==> src/rtl/ptr_agen_pkg.sv <==
// Package: shared mode codes for the indirect address generator.
// Assumes a 3-bit mode field; code 7 is reserved and treated as illegal.
package ptr_agen_pkg;
    typedef enum logic [2:0] {
        AM_PLAIN   = 3'd0,
        AM_POSTINC = 3'd1,
        AM_PREDEC  = 3'd2,
        AM_DISP    = 3'd3,
        AM_POSTDEC = 3'd4,
        AM_OFSADD  = 3'd5,
        AM_OFSSUB  = 3'd6,
        AM_RSVD    = 3'd7
    } am_e;
endpackage

==> src/rtl/ptr_agen_ofs_bank.sv <==
// Module: bank of NOFS offset registers.
// Each register stores only bits AW-1:1; bit 0 reads as zero.
// Write is synchronous. The two read ports are combinational and show
// the value from before any write in the same cycle.
module ptr_agen_ofs_bank #(
    parameter int AW   = 16,
    parameter int NOFS = 2
) (
    input  logic                    clk,
    input  logic                    rst_n,
    input  logic                    we,
    input  logic [$clog2(NOFS)-1:0] wsel,
    input  logic [AW-1:0]           wdata,
    input  logic [$clog2(NOFS)-1:0] rsel_a,
    output logic [AW-1:0]           rdata_a,
    input  logic [$clog2(NOFS)-1:0] rsel_b,
    output logic [AW-1:0]           rdata_b
);
    logic [AW-1:1] store [NOFS];

    for (genvar g = 0; g < NOFS; g++) begin : g_reg
        // Purpose: reset or load one offset register.
        always_ff @(posedge clk) begin
            if (!rst_n)
                store[g] <= '0;
            else if (we && wsel == g)
                store[g] <= wdata[AW-1:1];
        end
    end

    // Purpose: combinational reads with forced-zero LSB.
    always_comb begin
        rdata_a = {store[rsel_a], 1'b0};
        rdata_b = {store[rsel_b], 1'b0};
    end
endmodule

==> src/rtl/ptr_agen_step.sv <==
// Module: decodes the mode into a two's-complement pointer delta and control flags.
// Assumes the offset value is already selected. It does no error masking.
module ptr_agen_step
    import ptr_agen_pkg::*;
#(
    parameter int AW = 16
) (
    input  am_e           mode,
    input  logic          size_byte,
    input  logic [AW-1:0] ofs_val,
    output logic [AW-1:0] delta,
    output logic          pre,
    output logic          disp,
    output logic          upd,
    output logic          word_only,
    output logic          rsvd
);
    localparam logic [AW-1:0] ONE = AW'(1);
    localparam logic [AW-1:0] TWO = AW'(2);

    logic [AW-1:0] unit;

    // Purpose: access-size step, 1 for bytes and 2 for words.
    always_comb unit = size_byte ? ONE : TWO;

    // Purpose: per-mode delta and flags.
    always_comb begin
        delta = '0; pre = 1'b0; disp = 1'b0; upd = 1'b0;
        word_only = 1'b0; rsvd = 1'b0;
        unique case (mode)
            AM_PLAIN:   ;
            AM_POSTINC: begin delta = unit;        upd = 1'b1; end
            AM_PREDEC:  begin delta = -unit;       upd = 1'b1; pre = 1'b1; end
            AM_DISP:    disp = 1'b1;
            AM_POSTDEC: begin delta = -TWO;        upd = 1'b1; word_only = 1'b1; end
            AM_OFSADD:  begin delta = ofs_val;     upd = 1'b1; word_only = 1'b1; end
            AM_OFSSUB:  begin delta = -ofs_val;    upd = 1'b1; word_only = 1'b1; end
            default:    rsvd = 1'b1;
        endcase
    end
endmodule

==> src/rtl/ptr_agen.sv <==
// Module: indirect address generator top.
// Forms the effective address and the write-back pointer combinationally.
// Holds the offset registers. Arithmetic wraps at AW bits.
// Assumes the caller gates the real pointer write with ptr_we.
module ptr_agen
    import ptr_agen_pkg::*;
#(
    parameter int AW    = 16,
    parameter int NOFS  = 2,
    parameter int IDXW  = 4,
    parameter int NLOW  = 4
) (
    input  logic                    clk,
    input  logic                    rst_n,
    input  logic [2:0]              mode,
    input  logic                    size_byte,
    input  logic [IDXW-1:0]         ptr_idx,
    input  logic [AW-1:0]           ptr_val,
    input  logic                    restrict_ptr,
    input  logic [AW-1:0]           imm,
    input  logic [$clog2(NOFS)-1:0] ofs_sel,
    input  logic                    ofs_we,
    input  logic [$clog2(NOFS)-1:0] ofs_wsel,
    input  logic [AW-1:0]           ofs_wdata,
    input  logic [$clog2(NOFS)-1:0] ofs_rsel,
    output logic [AW-1:0]           ofs_rdata,
    output logic [AW-1:0]           ea,
    output logic [AW-1:0]           ptr_next,
    output logic                    ptr_we,
    output logic                    err_mode,
    output logic                    err_ptr
);
    localparam logic [IDXW-1:0] LOW_MAX = IDXW'(NLOW - 1);

    logic [AW-1:0] ofs_val, delta, stepped;
    logic          pre, disp, upd, word_only, rsvd;

    ptr_agen_ofs_bank #(.AW(AW), .NOFS(NOFS)) u_bank (
        .clk(clk), .rst_n(rst_n), .we(ofs_we), .wsel(ofs_wsel),
        .wdata(ofs_wdata), .rsel_a(ofs_sel), .rdata_a(ofs_val),
        .rsel_b(ofs_rsel), .rdata_b(ofs_rdata)
    );

    ptr_agen_step #(.AW(AW)) u_step (
        .mode(am_e'(mode)), .size_byte(size_byte), .ofs_val(ofs_val),
        .delta(delta), .pre(pre), .disp(disp), .upd(upd),
        .word_only(word_only), .rsvd(rsvd)
    );

    // Purpose: error flags for an illegal size and an illegal pointer index.
    always_comb begin
        err_mode = rsvd | (word_only & size_byte);
        err_ptr  = restrict_ptr & (ptr_idx > LOW_MAX);
    end

    // Purpose: wrapped arithmetic, address select and write-back gating.
    always_comb begin
        stepped  = ptr_val + delta;
        ptr_we   = upd & ~err_mode & ~err_ptr;
        ptr_next = ptr_we ? stepped : ptr_val;
        if (disp)
            ea = ptr_val + imm;
        else if (pre && !err_mode)
            ea = stepped;
        else
            ea = ptr_val;
    end
endmodule

==> config.mk <==
export PLATFORM = sky130hd
export DESIGN_NAME = ptr_agen
export DESIGN_NICKNAME = d
export VERILOG_FILES = /design/src/rtl/ptr_agen_pkg.sv /design/src/rtl/ptr_agen_ofs_bank.sv /design/src/rtl/ptr_agen_step.sv /design/src/rtl/ptr_agen.sv
export SDC_FILE = /design/constraint.sdc
export NUM_CORES = 1
export LEC_CHECK = 0
export CORE_AREA = 4 4 97 99
export CTS_BUF_LIST = sky130_fd_sc_hd__clkbuf_8
export CTS_CLUSTER_SIZE = 14
export DETAILED_ROUTE_END_ITERATION = 7
export DIE_AREA = 0 0 101 103
export PLACE_DENSITY = 0.89
export SETUP_SLACK_MARGIN = 0.2
export SLEW_MARGIN = 20
export SYNTH_ARGS = -nofsm -noshare
export SYNTH_HDL_FRONTEND = slang
export SYNTH_HIERARCHICAL = 1
export SYNTH_SLANG_ARGS = --single-unit
==> constraint.sdc <==
create_clock -name clk -period 12.15 [get_ports clk]
set_clock_uncertainty 0.1 [all_clocks]
set_input_delay 3.645 -clock clk [delete_from_list [all_inputs] [get_ports clk]]
set_output_delay 3.645 -clock clk [all_outputs]
set_load 0.02 [all_outputs]
==> implementation parameters <==
Parameter                              Value

CTS
  CTS tree    built
  Clk Tree Root Cell    sky130_fd_sc_hd__clkbuf_8
  Number of resized instances in the post-cts repair step    6
  CTS Buf Count    5
  Number of buffers on the longest clock path    2
  TritonCTS Sinks    30
  Number of post-CTS setup repair buffers    0
  Post-CTS Hold Fix Bufs    0
  Clock slew seen by the registers of the worst setup and hold paths    0.06 ns
  CTS HTree Levels    2

Setup path
  Cell with the biggest individual delay on the critical path    sky130_fd_sc_hd__clkdlybuf4s50_1
  Cell family with the largest share of critical-path delay    simple AND/OR/NAND/NOR gates
  Critical path arrival    8.13 ns
  Launch point of the critical path    ofs_sel
  Worst path bufs/invs    3
  Startpoint types    primary input
  Element type at the critical path end    output pin
  Delay of the slowest critical-path stage    0.61 ns
  Critical setup path kind    in -> out
  Biggest fanout along the worst timing path    6
  Critical Path, Cell by Cell    clkdlybuf4s50_1 -> mux2_2 -> inv_1 -> ha_1 -> or4b_4 -> nor4_1 -> xor2_1 -> a211oi_1 -> ha_1 -> a21oi_2 -> o211ai_1 -> o311a_1 -> or4b_1 -> nand4_1 -> clkdlybuf4s50_1
  Req. time, crit path    8.40 ns

STA
  Maximum achievable frequency    0.0842 GHz
  Setup violation total in the final timing report    0
  Max-slew headroom    39.9%
  Transition at the pin with the smallest max-transition slack    0.899 ns
  Final period demand of the worst path    11.87 ns
  Final worst-path cycle share    97.7%
  Unrepaired setup endpoints after global routing    yes
  Final Max Slew Viols    0
  Final Hold Vio Count    0
  Final-layout worst hold slack    3.94 ns
  Fin Setup TNS    0 ns

Floorplanning
  Placement Rows    34
  CORE AREA    8550 sq um
  Initial cell density of the core    49.3%
  Die Y-Extent    103 um
  I/O Pins    114
  Die Outline Area    10400 sq um
  Die Width    101 um

Synth
  Fraction of synthesis flops using an asynchronous set or reset pin    0%
  Average footprint of a synthesized cell    8.15 sq um
  Yosys cell types    66
  Synthesis warning total    6
  Number of enable-type register cells in the synthesized netlist    30
  Synthesized instance count    517
  Area leader, netlist    sky130_fd_sc_hd__edfxtp_1
  Register bit count reported by yosys    30
  Post-Syn Area    4220 sq um
  Main synth FF type    sky130_fd_sc_hd__edfxtp_1
  Sequential element share of the synthesized area    21.4%
  Cell types with the largest area share after synthesis    sky130_fd_sc_hd__edfxtp_1, sky130_fd_sc_hd__ha_1, sky130_fd_sc_hd__nand2_1
  Area fraction of the dominant cell type after synthesis    21.4%

Global route
  Number of antenna violations at the first check in global routing    0
  Maximum number of pins on one net before global-route repair    37
  Via count of the first global-routing pass    4101
  Overall global routing resource usage    22.3%
  Global-route wire length before repair    19000 um
  Total grt overflow    0

Layout
  Total non-filler cell area in the finished layout    5420 sq um
  Fraction of layout instances using a drive strength above 1    10.1%
  Signed area change from the synthesized netlist to the final layout    28.6%
  Register name with the most flops    u_bank/store
  Fill cell instance count of the final layout    735
  Antenna diode count    0
  Largest registers    u_bank/store x30
  Total Nets Final    708
  Largest register FFs    30

Pwr
  Power density of the placed cells    88.5 nW/um^2
  Leakage power total    2.21 nW
  Peak VDD IR    0.0769 mV

Routing
  Wire length after detailed routing    11700 um
  Iteration count of the initial detailed-routing pass    5
  Detail-routed net length per standard cell    16.2 um
  Remaining antenna violation count    0
  Via count    4190
  Initial detailed-routing violation count    258
  Detailed-route vias per instance    5.82
  DRC    0

Status
  Outcome    completed

Placement
  Post-DP HPWL    9440 um
  Instance area at placement    5320 sq um
  Routability-driven placement congestion ratio    0.932
  Number of I/O port buffers    109

Hold path
  Class of the most critical hold timing path    in -> reg
  Hold Startpoint    ofs_wdata[8]

Flow run
  Number of maximum-capacitance constraint violations    0
cell type report:
cell class	count	area (sq um)	share of cell area, %
well taps	108	135	2.49
flip-flops and latches	30	901	16.6
multi-input cells	445	3090	57.1
clock inverters	2	7.51	0.139
clock buffers	5	68.8	1.27
inverters	13	48.8	0.900
repair buffers	117	1170	21.5
synthesized netlist by cell type, drive strengths merged, types with 5 or more instances:
master  count
nor4        8
xnor2      24
nor3       10
mux2       30
o21ai      39
nand4       5
a211oi     15
ha         31
nor2       56
a21o        5
nand2      85
edfxtp     30
mux2i      10
clkbuf     14
inv        12
a21oi      36
nand3      12
xor2       13
nor2b       5
buf        16
through the flow:
stage	worst slack (ns)	utilization (%)	total power, mW	std cells
floorplan	1.34	-	0.314	518
global placement	0.0693	62.2	0.401	713
detailed placement	0.00856	62.2	0.409	713
CTS	0.217	63.1	0.480	720
global route	0.0597	63.4	0.510	720
finish	0.278	63.4	0.479	720
per-layer routing:
| metal | GRT usage, % | share of wire (%) | vias to the layer above | wire length [um] |
|---|---|---|---|---|
| met5 | 0 | 0 | - | 0 |
| met2 | 42.9 | 50 | 175 | 5850 |
| li1 | - | - | 2070 | - |
| met1 | 25.4 | 41 | 1925 | 4730 |
| met3 | 3.25 | 7.7 | 20 | 901 |
| met4 | 6.24 | 1.6 | 0 | 186 |
placed cells by master (no fill, tap or decap), types with 4 or more instances in the layout:
master / count
sky130_fd_sc_hd__mux2_2: 10
sky130_fd_sc_hd__nand4_1: 5
sky130_fd_sc_hd__edfxtp_1: 30
sky130_fd_sc_hd__nor2_1: 56
sky130_fd_sc_hd__mux2i_1: 10
sky130_fd_sc_hd__clkbuf_8: 5
sky130_fd_sc_hd__dlymetal6s2s_1: 6
sky130_fd_sc_hd__clkdlybuf4s50_1: 99
sky130_fd_sc_hd__buf_4: 7
sky130_fd_sc_hd__a21o_1: 5
sky130_fd_sc_hd__a21oi_1: 35
sky130_fd_sc_hd__a211oi_1: 15
sky130_fd_sc_hd__ha_1: 31
sky130_fd_sc_hd__nand2_1: 85
sky130_fd_sc_hd__nor2b_1: 5
sky130_fd_sc_hd__and3_1: 4
sky130_fd_sc_hd__nor4_1: 6
sky130_fd_sc_hd__nand3_1: 11
sky130_fd_sc_hd__inv_1: 14
sky130_fd_sc_hd__mux2_4: 20
sky130_fd_sc_hd__a31oi_1: 4
sky130_fd_sc_hd__nor3_1: 8
sky130_fd_sc_hd__xnor2_1: 23
sky130_fd_sc_hd__o21ai_0: 36
sky130_fd_sc_hd__xor2_1: 13
cells by family after synthesis:
logic type | Yosys count | synth area share [%]
other cells | 1 | 0.0890
fa+ha+maj | 33 | 10.2
simple gates | 205 | 23.0
flops | 30 | 21.4
compound gates | 128 | 19.7
buf+inv | 43 | 5.67
xor+xnor | 37 | 7.87
mux | 40 | 12.2
final timing paths:
kind  cells after the start                                to  slack [ns]
min                       3  u_bank/store[1][7]$_SDFFCE_PN0P_        3.94
max                      15                            ea[11]        0.28
where the power goes:
part	leakage [nW]	internal, mW	switching [mW]
Clock	0.0466	0.0376	0.0328
Sequential	0.305	0.123	0.00461
Combinational	1.86	0.130	0.151
No activity file was read; power rests on OpenSTA's default activity.
